`src/rtl/memfw_pkg.sv`:
```
package memfw_pkg;

    localparam int NUM_PORTS = 2;
    localparam int CID_W     = 3;
    localparam int NUM_CID   = 1 << CID_W;
    localparam int REG_AW    = 12;

    localparam logic [REG_AW-1:0] OFS_CTRL  = 12'h000;
    localparam logic [REG_AW-1:0] OFS_STAT  = 12'h008;
    localparam logic [REG_AW-1:0] OFS_CLR   = 12'h00C;
    localparam logic [REG_AW-1:0] OFS_FLT   = 12'h020;
    localparam logic [REG_AW-1:0] OFS_HWCFG = 12'hFF0;

    localparam logic [5:0] RG_ATTR  = 6'h00;
    localparam logic [5:0] RG_START = 6'h04;
    localparam logic [5:0] RG_END   = 6'h08;
    localparam logic [5:0] RG_CID   = 6'h0C;

    typedef struct packed {
        logic               en;
        logic               sec;
        logic               enc;
        logic [NUM_CID-1:0] priv_mask;
        logic [NUM_CID-1:0] rd_mask;
        logic [NUM_CID-1:0] wr_mask;
    } rgn_attr_t;

    typedef struct packed {
        logic             wr;
        logic             sec;
        logic             priv;
        logic [CID_W-1:0] cid;
    } txn_attr_t;

    function automatic logic attr_permit(rgn_attr_t a, txn_attr_t t);
        logic ok;
        ok = 1'b1;
        if (a.sec && !t.sec) ok = 1'b0;
        if (a.priv_mask[t.cid] && !t.priv) ok = 1'b0;
        if (t.wr) ok = ok && a.wr_mask[t.cid];
        else      ok = ok && a.rd_mask[t.cid];
        return ok;
    endfunction

    function automatic logic [31:0] attr_word(rgn_attr_t a);
        return {8'b0, a.priv_mask, a.enc, 6'b0, a.sec, 7'b0, a.en};
    endfunction

    function automatic logic [31:0] cid_word(rgn_attr_t a);
        return {8'b0, a.wr_mask, 8'b0, a.rd_mask};
    endfunction

    function automatic logic [31:0] txn_syndrome(txn_attr_t t);
        return 32'({t.cid, 5'b0, t.priv, t.sec, t.wr});
    endfunction

endpackage

```
`src/rtl/memfw_regs.sv`:
```
module memfw_regs
    import memfw_pkg::*;
#(
    parameter int NUM_REGIONS = 4,
    parameter int WIN_W       = 8,
    parameter int GRAN_LSB    = 12,
    parameter bit ENC_SUPPORT = 1'b1
) (
    input  logic                                  clk,
    input  logic                                  rst,
    input  logic                                  reg_we,
    input  logic [REG_AW-1:0]                     reg_addr,
    input  logic [31:0]                           reg_wdata,
    output rgn_attr_t [NUM_REGIONS-1:0]           attr_q,
    output logic [NUM_REGIONS-1:0][WIN_W-1:0]     start_q,
    output logic [NUM_REGIONS-1:0][WIN_W-1:0]     end_q,
    output logic                                  lock_q,
    output logic                                  lock_viol,
    output logic [2:0]                            clr_mask
);
    localparam int GRP_W = REG_AW - 6;

    logic [REG_AW-1:0] word_addr;
    logic [GRP_W-1:0]  grp;
    logic [5:0]        sub;
    logic              in_rgn_space;
    logic              wr_ok;

    assign word_addr    = {reg_addr[REG_AW-1:2], 2'b00};
    assign grp          = word_addr[REG_AW-1:6];
    assign sub          = word_addr[5:0];
    assign in_rgn_space = (grp != '0) && (int'(grp) <= NUM_REGIONS);
    assign wr_ok        = reg_we && !lock_q;
    assign lock_viol    = reg_we && lock_q && (in_rgn_space || word_addr == OFS_CTRL);
    assign clr_mask     = (reg_we && word_addr == OFS_CLR) ? reg_wdata[2:0] : 3'b000;

    always_ff @(posedge clk) begin
        if (rst)
            lock_q <= 1'b0;
        else if (wr_ok && word_addr == OFS_CTRL && reg_wdata[0])
            lock_q <= 1'b1;
    end

    for (genvar g = 0; g < NUM_REGIONS; g++) begin : g_rgn
        localparam logic [GRP_W-1:0] GID = GRP_W'(g + 1);
        rgn_attr_t        a_q;
        logic [WIN_W-1:0] s_q;
        logic [WIN_W-1:0] e_q;
        logic             sel;

        assign sel = wr_ok && (grp == GID);

        always_ff @(posedge clk) begin
            if (rst) begin
                a_q <= '0;
                s_q <= '0;
                e_q <= '0;
            end else if (sel) begin
                case (sub)
                    RG_ATTR: begin
                        a_q.en        <= reg_wdata[0];
                        a_q.sec       <= reg_wdata[8];
                        a_q.enc       <= reg_wdata[15] & reg_wdata[8] & logic'(ENC_SUPPORT);
                        a_q.priv_mask <= reg_wdata[23:16];
                    end
                    RG_START: s_q <= reg_wdata[GRAN_LSB +: WIN_W];
                    RG_END:   e_q <= reg_wdata[GRAN_LSB +: WIN_W];
                    RG_CID: begin
                        a_q.rd_mask <= reg_wdata[7:0];
                        a_q.wr_mask <= reg_wdata[23:16];
                    end
                    default: ;
                endcase
            end
        end

        assign attr_q[g]  = a_q;
        assign start_q[g] = s_q;
        assign end_q[g]   = e_q;
    end

endmodule

```
`src/rtl/memfw_match.sv`:
```
module memfw_match
    import memfw_pkg::*;
#(
    parameter int                NUM_REGIONS = 4,
    parameter int                ADDR_W      = 32,
    parameter int                WIN_W       = 8,
    parameter int                GRAN_LSB    = 12,
    parameter logic [ADDR_W-1:0] MEM_BASE    = '0
) (
    input  logic                              clk,
    input  logic                              rst,
    input  rgn_attr_t [NUM_REGIONS-1:0]       attr_q,
    input  logic [NUM_REGIONS-1:0][WIN_W-1:0] start_q,
    input  logic [NUM_REGIONS-1:0][WIN_W-1:0] end_q,
    input  logic                              req_valid,
    input  logic [ADDR_W-1:0]                 req_addr,
    input  txn_attr_t                         txn,
    output logic                              grant_c,
    output logic [ADDR_W-1:0]                 offset,
    output logic                              rsp_valid,
    output logic                              rsp_grant
);
    localparam int TOP_BIT = GRAN_LSB + WIN_W;

    logic [WIN_W-1:0] field;
    logic             in_range;
    logic             hit;
    rgn_attr_t        sel;

    assign offset = req_addr - MEM_BASE;
    assign field  = offset[GRAN_LSB +: WIN_W];

    if (TOP_BIT < ADDR_W) begin : g_upper
        assign in_range = (req_addr >= MEM_BASE) && (offset[ADDR_W-1:TOP_BIT] == '0);
    end else begin : g_full
        assign in_range = (req_addr >= MEM_BASE);
    end

    // Descending scan so that the lowest-numbered hit overrides the rest.
    always_comb begin
        hit = 1'b0;
        sel = '0;
        for (int i = NUM_REGIONS - 1; i >= 0; i--) begin
            if (attr_q[i].en && field >= start_q[i] && field <= end_q[i]) begin
                hit = 1'b1;
                sel = attr_q[i];
            end
        end
    end

    assign grant_c = in_range && hit && attr_permit(sel, txn);

    always_ff @(posedge clk) begin
        if (rst) begin
            rsp_valid <= 1'b0;
            rsp_grant <= 1'b0;
        end else begin
            rsp_valid <= req_valid;
            rsp_grant <= req_valid && grant_c;
        end
    end

endmodule

```
`src/rtl/memfw_fault.sv`:
```
module memfw_fault
    import memfw_pkg::*;
#(
    parameter int ADDR_W = 32
) (
    input  logic              clk,
    input  logic              rst,
    input  logic              req_valid,
    input  logic              grant_c,
    input  txn_attr_t         txn,
    input  logic [ADDR_W-1:0] offset,
    input  logic              clr,
    output logic              flag_q,
    output logic [31:0]       synd_q,
    output logic [ADDR_W-1:0] addr_q
);
    logic keep;

    assign keep = flag_q && !clr;

    always_ff @(posedge clk) begin
        if (rst) begin
            flag_q <= 1'b0;
            synd_q <= '0;
            addr_q <= '0;
        end else if (req_valid && !grant_c && !keep) begin
            flag_q <= 1'b1;
            synd_q <= txn_syndrome(txn);
            addr_q <= offset;
        end else begin
            flag_q <= keep;
        end
    end

endmodule

```
`src/rtl/memfw_top.sv`:
```
module memfw_top
    import memfw_pkg::*;
#(
    parameter int                NUM_REGIONS = 4,
    parameter int                ADDR_W      = 32,
    parameter int                GRAN_LSB    = 12,
    parameter int                WIN_W       = 8,
    parameter logic [ADDR_W-1:0] MEM_BASE    = ADDR_W'(32'h8000_0000),
    parameter bit                ENC_SUPPORT = 1'b1
) (
    input  logic                          clk,
    input  logic                          rst,
    input  logic                          reg_we,
    input  logic [REG_AW-1:0]             reg_addr,
    input  logic [31:0]                   reg_wdata,
    output logic [31:0]                   reg_rdata,
    input  logic [NUM_PORTS-1:0]          req_valid,
    input  logic [NUM_PORTS*ADDR_W-1:0]   req_addr,
    input  logic [NUM_PORTS-1:0]          req_write,
    input  logic [NUM_PORTS-1:0]          req_secure,
    input  logic [NUM_PORTS-1:0]          req_priv,
    input  logic [NUM_PORTS*CID_W-1:0]    req_cid,
    output logic [NUM_PORTS-1:0]          rsp_valid,
    output logic [NUM_PORTS-1:0]          rsp_grant
);
    rgn_attr_t [NUM_REGIONS-1:0]       attr_q;
    logic [NUM_REGIONS-1:0][WIN_W-1:0] start_q;
    logic [NUM_REGIONS-1:0][WIN_W-1:0] end_q;
    logic                              lock_q;
    logic                              lock_viol;
    logic [2:0]                        clr_mask;
    logic                              cfg_err_q;
    logic [NUM_PORTS-1:0]              fault_flag;
    logic [NUM_PORTS-1:0][31:0]        fault_synd;
    logic [NUM_PORTS-1:0][ADDR_W-1:0]  fault_addr;

    memfw_regs #(
        .NUM_REGIONS (NUM_REGIONS),
        .WIN_W       (WIN_W),
        .GRAN_LSB    (GRAN_LSB),
        .ENC_SUPPORT (ENC_SUPPORT)
    ) u_regs (
        .clk       (clk),
        .rst       (rst),
        .reg_we    (reg_we),
        .reg_addr  (reg_addr),
        .reg_wdata (reg_wdata),
        .attr_q    (attr_q),
        .start_q   (start_q),
        .end_q     (end_q),
        .lock_q    (lock_q),
        .lock_viol (lock_viol),
        .clr_mask  (clr_mask)
    );

    for (genvar p = 0; p < NUM_PORTS; p++) begin : g_port
        txn_attr_t         txn;
        logic              grant_c;
        logic [ADDR_W-1:0] offset;

        assign txn = '{wr:   req_write[p],
                       sec:  req_secure[p],
                       priv: req_priv[p],
                       cid:  req_cid[p*CID_W +: CID_W]};

        memfw_match #(
            .NUM_REGIONS (NUM_REGIONS),
            .ADDR_W      (ADDR_W),
            .WIN_W       (WIN_W),
            .GRAN_LSB    (GRAN_LSB),
            .MEM_BASE    (MEM_BASE)
        ) u_match (
            .clk       (clk),
            .rst       (rst),
            .attr_q    (attr_q),
            .start_q   (start_q),
            .end_q     (end_q),
            .req_valid (req_valid[p]),
            .req_addr  (req_addr[p*ADDR_W +: ADDR_W]),
            .txn       (txn),
            .grant_c   (grant_c),
            .offset    (offset),
            .rsp_valid (rsp_valid[p]),
            .rsp_grant (rsp_grant[p])
        );

        memfw_fault #(
            .ADDR_W (ADDR_W)
        ) u_fault (
            .clk       (clk),
            .rst       (rst),
            .req_valid (req_valid[p]),
            .grant_c   (grant_c),
            .txn       (txn),
            .offset    (offset),
            .clr       (clr_mask[p+1]),
            .flag_q    (fault_flag[p]),
            .synd_q    (fault_synd[p]),
            .addr_q    (fault_addr[p])
        );
    end

    always_ff @(posedge clk) begin
        if (rst) cfg_err_q <= 1'b0;
        else     cfg_err_q <= (cfg_err_q && !clr_mask[0]) || lock_viol;
    end

    always_comb begin
        logic [REG_AW-1:0] wa;
        wa        = {reg_addr[REG_AW-1:2], 2'b00};
        reg_rdata = '0;
        case (wa)
            OFS_CTRL:  reg_rdata = {31'b0, lock_q};
            OFS_STAT:  reg_rdata = 32'({fault_flag, cfg_err_q});
            OFS_HWCFG: reg_rdata = {8'(WIN_W), 8'(GRAN_LSB), 8'b0, 8'(NUM_REGIONS)};
            default:   ;
        endcase
        for (int p = 0; p < NUM_PORTS; p++) begin
            if (wa == OFS_FLT + REG_AW'(8 * p))     reg_rdata = fault_synd[p];
            if (wa == OFS_FLT + REG_AW'(8 * p + 4)) reg_rdata = 32'(fault_addr[p]);
        end
        for (int i = 0; i < NUM_REGIONS; i++) begin
            if (wa[REG_AW-1:6] == (REG_AW-6)'(i + 1)) begin
                case (wa[5:0])
                    RG_ATTR:  reg_rdata = attr_word(attr_q[i]);
                    RG_START: reg_rdata = 32'(start_q[i]) << GRAN_LSB;
                    RG_END:   reg_rdata = 32'(end_q[i]) << GRAN_LSB;
                    RG_CID:   reg_rdata = cid_word(attr_q[i]);
                    default:  ;
                endcase
            end
        end
    end

endmodule

```
`config.mk`:
```
export PLATFORM = sky130hd
export DESIGN_NAME = memfw_top
export DESIGN_NICKNAME = d
export VERILOG_FILES = /design/src/rtl/memfw_pkg.sv /design/src/rtl/memfw_regs.sv /design/src/rtl/memfw_match.sv /design/src/rtl/memfw_fault.sv /design/src/rtl/memfw_top.sv
export SDC_FILE = /design/constraint.sdc
export NUM_CORES = 1
export LEC_CHECK = 0
export BUFFER_PORTS_ARGS = -buffer_cell sky130_fd_sc_hd__clkbuf_2
export CAP_MARGIN = 15
export CORE_MARGIN = 2
export CORE_UTILIZATION = 55
export DETAILED_ROUTE_END_ITERATION = 6
export PLACE_DENSITY_LB_ADDON = 0.1
export SYNTH_ARGS = -nofsm -noshare
export SYNTH_HDL_FRONTEND = slang
export SYNTH_SLANG_ARGS = --single-unit
```
`constraint.sdc`:
```
create_clock -name clk -period 5.5 [get_ports clk]
set_input_delay 1.65 -clock clk [delete_from_list [all_inputs] [get_ports clk]]
set_output_delay 1.65 -clock clk [all_outputs]
set_load 0.02 [all_outputs]
```
==> results of run 1 <==
==> layer usage <==
layer,up-vias,GRT usage
li1,7736,-
met1,8066,0.559
met2,969,0.615
met3,162,0.0866
met4,0,0.124
met5,-,0
==> stage by stage <==
step                worst slack (ns)  instances  cell area, sq um  TNS [ns]  utilization
floorplan                     0.0258       2045             16300         0            -
global placement              0.0304       2553             18000         0        0.623
detailed placement           -0.0509       2553             18000     -1.36        0.623
CTS                           0.0271       2604             18900         0        0.654
global route                 0.00726       2605             18900         0        0.655
finish                       -0.0197       2605             18900   -0.0197        0.655
==> cell type report <==
class                   count  area, sq um
multi-input cells        1575        10300
fillers                  2503         9990
flip-flops and latches    256         5120
repair buffers            268         1870
clock buffers              41          800
well taps                 384          480
inverters                  71          267
clock inverters            10          110
==> state kept, by name, summed over array words and instances (netlist names) <==
register / flops
g_port.u_fault.addr_q: 64
g_port.u_fault.flag_q: 2
u_regs.lock_q: 1
u_regs.g_rgn.e_q: 32
u_regs.attr_q: 108
g_port.u_fault.synd_q: 12
u_regs.g_rgn.s_q: 32
g_port.u_match.rsp_grant: 2
g_port.u_match.rsp_valid: 2
cfg_err_q: 1
==> layout by cell type (no fill, tap or decap), types with 10 or more instances in the layout <==
cell | netlist | routed
inv_1 | 71 | 71
o21ai_0 | 34 | 34
nand4_1 | 18 | 18
o221ai_1 | 11 | 11
ha_1 | 128 | 128
a311oi_1 | 10 | 10
nor2_1 | 139 | 138
a221o_1 | 22 | 22
dfxtp_1 | 256 | 256
buf_4 | 8 | 102
a21oi_1 | 231 | 231
and3_1 | 12 | 12
o211ai_1 | 19 | 19
clkbuf_16 | 0 | 28
a21o_1 | 12 | 12
nor3_2 | 2 | 10
clkbuf_2 | 0 | 146
nor2b_1 | 19 | 19
a221oi_1 | 28 | 28
a22o_1 | 11 | 11
a22oi_1 | 76 | 76
mux2i_1 | 107 | 107
nand3_1 | 71 | 71
nand2_1 | 335 | 335
buf_12 | 0 | 17
nor4b_1 | 11 | 11
nand2b_1 | 86 | 86
o22ai_1 | 23 | 23
==> kinds of logic (layout without fill, tap and decap cells) <==
logic type      after synthesis  after routing
simple gates                754            754
fa+ha+maj                   128            128
mux                         115            115
compound gates              578            578
buf+inv                     214            390
flops                       256            256
==> power groups by stage <==
| stage | clock, mW | combinational, mW | sequential, mW |
|---|---|---|---|
| floorplan | 0 | 0.281 | 1.95 |
| global placement | 0 | 0.458 | 1.95 |
| detailed placement | 0 | 0.471 | 1.95 |
| CTS | 1.88 | 0.474 | 1.91 |
| global route | 1.95 | 0.522 | 1.91 |
| finish | 1.88 | 0.485 | 1.91 |
==> what timing repair did <==
action / 4_1_cts / 5_1_grt
buffers inserted: 0 / 0
endpoints found under the setup margin: 0 / 21
resized for setup: 0 / 3
==> worst max-delay path, stage by stage <==
cell and delay [ns]:
clkbuf_2 0.14, nor4_1 0.36, buf_4 0.23, and3_1 0.23, nand2_1 0.12, buf_12 0.18, a21oi_1 0.39, or4_1 0.27
a221o_1 0.13, clkbuf_2 0.16
==> path summary, 6_finish.rpt <==
kind,cells after the start,start,slack [ns],endpoint
hold reg to reg,2,u_regs.g_rgn[0].e_q[6],0.45,u_regs.g_rgn[0].e_q[6]
hold / removal,2,u_regs.g_rgn[0].e_q[6],0.45,u_regs.g_rgn[0].e_q[6]
setup / recovery,10,reg_addr[8],-0.02,reg_rdata[17]
setup reg to reg,17,u_regs.g_rgn[0].e_q[4],1.38,g_port[0].u_fault.addr_q[10]
==> impl_metrics.csv, run 1 <==
group,metric,value,unit
detailed_routing,via_per_inst,6.50,
setup_path,arrival,3.87,ns
pwr,p_sw,1.14,mW
die,die_h,176,microns
timing,worstMarginPinSlew,1.13,ns
logic_synthesis,yosys_register_bits,256,
detailed_routing,met3_wirelength,7.23,mm
timing,fin_worst_skew,0.0180,ns
detailed_routing,dr.pass1.iters,6,
placed_design,dpl.hpwl,46.5,mm
logic_synthesis,yosysSeqAreaShare,0.315,
grt,grt_pass1_wl,94.9,mm
pwr,p_seq_frac,0.447,
setup_path,critPathMaxFanout,13,
setup_path,worstSetupEndpointType,"output port",
status,failed_checks,"negative setup slack",
cts,clkTransAtPathRegs,0.06,ns
logic_synthesis,synth.distinct_cells,83,
pwr,p_sw_frac,0.266,
detailed_routing,drtIter0Drc,2096,
logic_synthesis,syn_inst,2045,
timing,setup_ws,-0.0197,ns
placed_design,portBuffers,147,
logic_synthesis,ys_warn_count,0,
pwr,p_int,3.14,mW
detailed_routing,highest_layer,"met4",
grt,grt-ovfl-total,0,
cts,clockBufferDepth,3,
timing,fin_crit_sh,1.00,
pwr,comb_power_share,0.114,
grt,grt_max_degree,191,
logic_synthesis,synth_compound_area_frac,0.241,
logic_synthesis,synth_area_leaders,"dfxtp_1 32%, ha_1 9.8%, nand2_1 7.7%",
detailed_routing,vias,16900,
die,io_pins,161,
logic_synthesis,synth_top_family_by_area,"compound AO/OA/AOI/OAI gates",
timing,hold_ws,0.454,ns
logic_synthesis,synth_top_cells_by_count,"335 x nand2_1, 256 x dfxtp_1, 231 x a21oi_1",
logic_synthesis,synth_edf_count,0,
logic_synthesis,ys.flop_type,"dfxtp_1",
cts,cts_buffers,28,
layout,drive_gt1_frac,0.159,
timing,fin_crit,5.52,ns
die,core_area,28900,sq um
logic_synthesis,synthAdderAreaFrac,0.0984,
cts,htree_levels,1,
logic_synthesis,synth_mux_area_frac,0.0741,
logic_synthesis,syn_avg_cell_area,7.96,sq um
setup_path,criticalPathCategory,"in2out",
timing,hold_viol,0,
detailed_routing,dr_wl_met2,27.3,mm
detailed_routing,drc,0,
grt,grt_pass1_vias,15800,
timing,rsz0062_at_grt,"false",
cts,cts_hold_buffers,0,
die,die_w,176,microns
detailed_routing,ant_nets,0,
cts,cts_tree,"built",
setup_path,crit_required,3.85,ns
logic_synthesis,synth_top_area_frac,0.315,
status,status,"finished, violations left",
worst_hold_path,hp-class,"reg2reg",
logic_synthesis,synth-simple-area-share,0.215,
layout,areaGrowthSynthToFinish,16.5,%
timing,setup_viol,1,
die,dieArea,31000,sq um
logic_synthesis,synth_area,16300,sq um
die,start_util,0.562,
grt,track_usage,0.399,
cts,cts.sinks,256,
detailed_routing,routed_wl,63.2,mm
pwr,p_total,4.27,mW
logic_synthesis,synthArstFlopShare,0,
pwr,power.leakage,7.07,nW
cts,insertion_delay,0.59,ns
timing,fmax,181,MHz
layout,diodes,0,
detailed_routing,met1_length,26.5,mm
job,maxCapViolCount,0,
cts,cts.root.buffer_cell,"clkbuf_16",
timing,slew-limit-headroom,0.245,
setup_path,crit_path_start_kind,"input pin",
logic_synthesis,syn_nets,2298,
timing,drv_slew,0,
grt,antenna_found_initial,1,
die,core.rowCount,62,
logic_synthesis,synth_most_common_cell,"nand2_1",
logic_synthesis,synth-xor-area-share,0,
pwr,pwr-share-clk,0.439,
layout,fin_nets,2453,
detailed_routing,wl_per_cell,24.3,microns
logic_synthesis,synth_top_area_cell,"dfxtp_1",
pwr,powerDensity,226,nW/um^2
placed_design,gp_congestion,0.987,
pwr,peakVddDrop,267,uV
(Power assumes the default switching activity.)
==> run 2, diff against run 1 <==
--- a/config.mk
+++ b/config.mk
@@ -7,10 +7,14 @@
 export LEC_CHECK = 0
 export BUFFER_PORTS_ARGS = -buffer_cell sky130_fd_sc_hd__clkbuf_2
 export CAP_MARGIN = 15
+export CELL_PAD_IN_SITES_DETAIL_PLACEMENT = 1
+export CELL_PAD_IN_SITES_GLOBAL_PLACEMENT = 2
 export CORE_MARGIN = 2
-export CORE_UTILIZATION = 55
+export CORE_UTILIZATION = 35
 export DETAILED_ROUTE_END_ITERATION = 6
+export GPL_TIMING_DRIVEN = 0
 export PLACE_DENSITY_LB_ADDON = 0.1
 export SYNTH_ARGS = -nofsm -noshare
 export SYNTH_HDL_FRONTEND = slang
+export SYNTH_HIERARCHICAL = 1
 export SYNTH_SLANG_ARGS = --single-unit
==> impl_metrics.csv, run 2 <==
group,metric,value,unit
logic_synthesis,synth_top_cells_by_count,"354 x nand2b_1, 268 x mux2i_1, 256 x dfxtp_1",
logic_synthesis,synth_top_area_frac,0.259,
die,io_pins,161,
status,status,"finished, final reports clean",
logic_synthesis,syn_inst,2208,
cts,clkTransAtPathRegs,0.06,ns
die,core.rowCount,87,
detailed_routing,drtIter0Drc,1536,
pwr,p_total,4.94,mW
setup_path,rr_worst_depth,17,
placed_design,dpl.hpwl,73.6,mm
logic_synthesis,yosys_register_bits,256,
worst_hold_path,hold_path.startpoint,"g_port[0].u_fault/addr_q[2]",
cts,cts_buffers,36,
layout,largest_reg_flops,108,
detailed_routing,via_per_inst,5.69,
worst_hold_path,worstHoldEndpoint,"g_port[0].u_fault/addr_q[2]",
job,maxCapViolCount,0,
timing,hold_viol,0,
setup_path,cpPeakStageDelay,0.51,ns
grt,track_usage,0.317,
logic_synthesis,synth_most_common_cell,"nand2b_1",
setup_path,crit_path_frequent_cell,"clkbuf_2",
timing,worstMarginPinSlew,1.03,ns
die,dieArea,58500,sq um
logic_synthesis,synth_edf_count,0,
grt,grt_pass1_wl,136,mm
cts,cts.root.buffer_cell,"clkbuf_16",
setup_path,path_cells,"clkbuf_2 > buf_12 > or4b_1 > a21oi_1 > o32a_1 > a21bo_2 > o21ai_0 > clkbuf_2",
grt,grt-ovfl-total,0,
placed_design,gp_congestion,0.959,
setup_path,arrival,3.83,ns
layout,drive_gt1_frac,0.226,
worst_hold_path,hp-class,"reg2reg",
setup_path,worstSetupEndpointType,"output port",
logic_synthesis,synth_top_area_cell,"dfxtp_1",
worst_hold_path,whs_path_depth,2,
logic_synthesis,synth_area_leaders,"dfxtp_1 26%, mux2i_1 14%, nand2b_1 11%",
pwr,power.leakage,9.77,nW
die,die_h,242,microns
pwr,powerDensity,212,nW/um^2
timing,fin_crit_sh,0.996,
timing,drv_slew,0,
logic_synthesis,synth_area,19800,sq um
setup_path,crit_path_start_kind,"input pin",
layout,fin_nets,2692,
logic_synthesis,ys.flop_type,"dfxtp_1",
grt,grt_max_degree,20,
pwr,peakVddDrop,168,uV
grt,grt_pass1_vias,18900,
logic_synthesis,yosysSeqAreaShare,0.259,
placed_design,portBuffers,123,
detailed_routing,vias,18300,
setup_path,critPathMaxFanout,9,
cts,cts.sinks,256,
setup_path,crit_required,3.85,ns
logic_synthesis,synthArstFlopShare,0,
timing,fmax,183,MHz
layout,final_cell_mix,"354 x nand2b_1, 266 x mux2i_1, 256 x dfxtp_1, 151 x buf_4, 138 x inv_1",
setup_path,r2r_slack,1.03,ns
detailed_routing,routed_wl,94.6,mm
die,die_w,242,microns
die,core_area,56200,sq um
setup_path,criticalPathCategory,"in2out",
timing,fin_worst_skew,0.0210,ns
detailed_routing,wl_per_cell,29.4,microns
layout,final_common_cell,"nand2b_1",
detailed_routing,dr.pass1.iters,5,
setup_path,crit_slowest_cell,"or4b_1",
timing,slew-limit-headroom,0.314,
cts,clockBufferDepth,3,
logic_synthesis,syn_avg_cell_area,8.97,sq um
die,start_util,0.353,
detailed_routing,drc,0,
setup_path,rr_endpoint,"g_port[0].u_fault/addr_q[5]",
logic_synthesis,ys_warn_count,6,
grt,antenna_found_initial,6,
timing,fin_crit,5.48,ns
setup_path,timing.rr.start,"u_regs/g_rgn[2].e_q[7]",
cts,htree_levels,2,
cts,insertion_delay,0.58,ns
detailed_routing,ant_nets,0,
layout,areaGrowthSynthToFinish,17.9,%
layout,fin_util,0.416,
timing,setup_viol,0,
cts,cts_tree,"built",
cts,cts_hold_buffers,0,
logic_synthesis,synth.distinct_cells,103,
run 2: cell count changes after synthesis, sizes merged, moves of 35 or more:
cell	previous run	this run
mux2i	107	268
nand2b	86	358
nor2	142	68
a22oi	78	35
o21ai	39	74
nand2	335	65
inv	71	140
a21oi	234	75
buf	41	187
run 2: power by group:
group / internal [mW] / switching, mW / total, mW
combinational: 0.316 / 0.443 / 0.758
clock: 1.27 / 1.00 / 2.27
sequential: 1.89 / 0.0232 / 1.92
total: 3.48 / 1.47 / 4.94
run 2: cell type report:
class / count / area, sq um
diodes: 3 / 7.51
inverters: 141 / 537
clock buffers: 47 / 983
well taps: 756 / 946
fillers: 6583 / 32800
repair buffers: 145 / 816
plain buffers: 259 / 1790
flip-flops and latches: 256 / 5120
multi-input cells: 1600 / 13100
clock inverters: 16 / 104
run 2: logic make-up (layout without fill, tap and decap cells):
kind of cell | Yosys count | in the layout | synth area share
AOI/OAI and AO/OA | 411 | 411 | 0.149
adders and majority gates | 128 | 128 | 0.0808
buffers and inverters | 402 | 608 | 0.111
DFF | 256 | 256 | 0.259
muxes | 306 | 306 | 0.176
other | 2 | 55 | 0.000379
and+or+nand+nor | 703 | 703 | 0.224
run 2: per-layer routing:
layer  vias to the layer above  share of wire  GRT usage
li1                       8243              -          -
met1                      9294           0.44      0.419
met2                       639           0.46      0.527
met3                       155          0.066     0.0539
met4                         4          0.034     0.0953
met5                         -        0.00027          0
run 2: repair_timing:
item                                   in CTS  in global routing
buffers inserted                            8                 11
pin swaps                                   7                 11
gates resized for setup                    86                 72
setup endpoints to repair                 111                 97
endpoints found under the hold margin       0                  0
run 2: worst max path at each step:
stage                     slack [ns]         start                            to  cells past startpoint
final                           0.02   reg_addr[2]                 reg_rdata[19]                      8
after global routing          -0.009  req_addr[44]  g_port[1].u_fault/addr_q[12]                     21
after CTS                      0.003   reg_addr[2]                 reg_rdata[18]                     10
after detailed placement       -1.51  req_addr[44]  g_port[1].u_fault/addr_q[12]                     20
after global placement         -1.53  req_addr[44]  g_port[1].u_fault/addr_q[11]                     20
after floorplan                 0.53   reg_addr[2]                 reg_rdata[19]                      6
run 2: critical path: cells and delay by family:
family	cells	cell delay [ns]
AO/OA/AOI/OAI	4	1.02
buffers and inverters	3	0.63
AND/OR/NAND/NOR	1	0.51
run 2: metrics by stage:
step                area [sq um]  hold WS, ns  std cells  TNS (ns)  setup slack, ns
CTS                        23000        0.477       3209         0          0.00311
floorplan                  20000        0.444       2258         0            0.534
global route               23300        0.489       3220  -0.00923         -0.00923
global placement           21600        0.458       3137   -123.60            -1.53
detailed placement         21600        0.463       3140   -120.88            -1.51
finish                     23400        0.473       3223         0           0.0221
==> run 3, diff against run 2 <==
--- a/config.mk
+++ b/config.mk
@@ -9,11 +9,11 @@
 export CAP_MARGIN = 15
 export CELL_PAD_IN_SITES_DETAIL_PLACEMENT = 1
 export CELL_PAD_IN_SITES_GLOBAL_PLACEMENT = 2
-export CORE_MARGIN = 2
 export CORE_UTILIZATION = 35
 export DETAILED_ROUTE_END_ITERATION = 6
 export GPL_TIMING_DRIVEN = 0
 export PLACE_DENSITY_LB_ADDON = 0.1
+export RECOVER_POWER = 25
 export SYNTH_ARGS = -nofsm -noshare
 export SYNTH_HDL_FRONTEND = slang
 export SYNTH_HIERARCHICAL = 1
==> impl_metrics.csv, run 3 (same netlist as run 2, synthesis figures left out) <==
group,metric,value,unit
die,die_h,240,microns
grt,gr-max-usage-layer,"met2",
timing,fin_crit_sh,0.992,
placed_design,dpl.hpwl,72.9,mm
timing,rsz0062_at_grt,"false",
setup_path,cpPeakStageDelay,0.47,ns
grt,grt_pass1_wl,134,mm
die,die_w,240,microns
worst_hold_path,worstHoldEndpoint,"g_port[0].u_fault/addr_q[4]",
timing,fin_crit,5.46,ns
layout,drive_gt1_frac,0.216,
setup_path,path_cells,"clkbuf_2 > ha_1 > and3_1 > a221o_1 > a21oi_2 > o211a_4 > buf_2 > a211oi_1 > a2111oi_2 > a211oi_1 > a2111o_1 > nor3_1 > nand2b_4 > nor2b_4 > buf_6 > buf_12 > mux2i_1",
setup_path,rr_worst_depth,17,
die,start_util,0.357,
setup_path,crit_path_frequent_cell,"a211oi_1",
layout,largest_reg_flops,108,
grt,grt_max_degree,20,
pwr,peakVddDrop,200,uV
cts,cts_tree,"built",
die,core_area,55500,sq um
layout,final_cells,3202,
timing,drv_slew,0,
layout,fin_nets,2681,
detailed_routing,wl_per_cell,29.2,microns
grt,track_usage,0.325,
cts,cts.root.buffer_cell,"clkbuf_16",
pwr,power.leakage,9.70,nW
detailed_routing,vias,18200,
detailed_routing,ant_nets,0,
grt,grt-ovfl-total,0,
status,status,"finished, final reports clean",
die,core.rowCount,86,
timing,fmax,183,MHz
detailed_routing,drtIter0Drc,1393,
timing,slew-limit-headroom,0.0259,
placed_design,dp_cells,3131,
job,maxCapViolCount,0,
grt,antenna_found_initial,7,
grt,met2_usage,0.535,
layout,final_cell_mix,"354 x nand2b_1, 268 x mux2i_1, 256 x dfxtp_1, 141 x buf_4, 138 x inv_1",
setup_path,crit_path_start_kind,"input pin",
worst_hold_path,whs_path_depth,2,
layout,final_common_cell,"nand2b_1",
grt,grt_pass1_vias,18600,
cts,clkTransAtPathRegs,0.05,ns
detailed_routing,drc,0,
setup_path,crit_required,5.94,ns
worst_hold_path,hp-class,"reg2reg",
setup_path,crit_buf_inv,4,
die,dieArea,57600,sq um
pwr,p_total,5.08,mW
setup_path,r2r_slack,0.97,ns
pwr,powerDensity,218,nW/um^2
cts,cts_buffers,35,
setup_path,worstSetupEndpointType,"flop",
worst_hold_path,hold_path.startpoint,"g_port[0].u_fault/addr_q[4]",
cts,insertion_delay,0.57,ns
setup_path,crit_slowest_cell,"a2111o_1",
cts,clockBufferDepth,3,
placed_design,gp_congestion,0.960,
setup_path,timing.rr.start,"u_regs/g_rgn[0].e_q[2]",
die,io_pins,161,
cts,htree_levels,2,
detailed_routing,routed_wl,93.7,mm
grt,use_met3,0.0515,
detailed_routing,via_per_inst,5.67,
cts,cts.sinks,256,
setup_path,rr_endpoint,"g_port[0].u_fault/addr_q[7]",
grt,use_met1,0.437,
timing,hold_ws,0.471,ns
layout,areaGrowthSynthToFinish,17.5,%
placed_design,portBuffers,123,
timing,hold_viol,0,
setup_path,arrival,5.90,ns
setup_path,crit_family,"compound AO/OA/AOI/OAI gates",
setup_path,critPathMaxFanout,10,
timing,worstMarginPinSlew,1.46,ns
timing,fin_worst_skew,0.0257,ns
setup_path,criticalPathCategory,"in2reg",
timing,setup_viol,0,
layout,fin_util,0.419,
detailed_routing,dr.pass1.iters,5,
## run 3: timing repair
action | in CTS | in global routing
pin swaps | 5 | 5
buffers inserted | 5 | 6
hold buffers | 0 | 0
gates resized for setup | 84 | 60
endpoints found under the setup margin | 112 | 81
## run 3: how the worst max path moves through the flow
stage                  from                           end  slack, ns  depth (start not counted)
2_1_floorplan   reg_addr[2]                 reg_rdata[19]       0.53                          6
3_3_place_gp   req_addr[12]   g_port[0].u_fault/addr_q[4]      -1.34                         18
3_5_place_dp   req_addr[12]  g_port[0].u_fault/addr_q[10]      -1.48                         18
4_1_cts         reg_addr[3]                  reg_rdata[8]      -0.07                          8
5_1_grt        req_addr[44]  g_port[1].u_fault/addr_q[12]      0.003                         19
6_report       req_addr[15]   g_port[0].u_fault/addr_q[7]       0.04                         17
## run 3: routing by layer
| metal | part of all wire | wire length (microns) | vias to the layer above |
|---|---|---|---|
| met3 | 0.063 | 5880 | 128 |
| met4 | 0.031 | 2880 | 4 |
| met1 | 0.45 | 42000 | 9220 |
| li1 | - | - | 8211 |
| met2 | 0.46 | 42900 | 604 |
| met5 | 0.00027 | 25 | - |
## run 3: worst reg2reg max path, cell delays in order (launching register included)
cell and delay [ns]:
dfxtp_1 0.44, inv_1 0.07, ha_1 0.30, a21o_1 0.16, a221o_1 0.36, a21oi_2 0.25
o211a_4 0.35, buf_2 0.40, a211oi_1 0.15, a2111oi_2 0.41, a211oi_1 0.18, a2111o_1 0.47
nor3_1 0.17, nand2b_4 0.18, nor2b_4 0.05, buf_6 0.16, buf_12 0.19, mux2i_1 0.13
## run 3: stage by stage
| step | instance area [sq um] | setup TNS, ns | worst slack [ns] |
|---|---|---|---|
| after detailed placement | 21600 | -114.94 | -1.48 |
| after floorplan | 20000 | 0 | 0.534 |
| after global placement | 21500 | -109.50 | -1.34 |
| after global routing | 23300 | 0 | 0.00264 |
| after CTS | 23100 | -0.179 | -0.0715 |
| final | 23300 | 0 | 0.0413 |
## run 3: cell type report
class,instances,area (sq um)
inverter,141,537
antenna,1,2.50
tap,748,936
timing repair buffer,136,729
fill,6514,32200
clock buffer,47,1010
sequential,256,5120
buffer,258,1770
multi-input combinational,1600,13000
clock inverter,15,164
## run 3: power breakdown
group | switching (mW) | total (mW) | internal, mW
logic | 0.438 | 0.750 | 0.311
clock network | 0.983 | 2.42 | 1.44
registers | 0.0231 | 1.92 | 1.89
total | 1.44 | 5.08 | 3.64
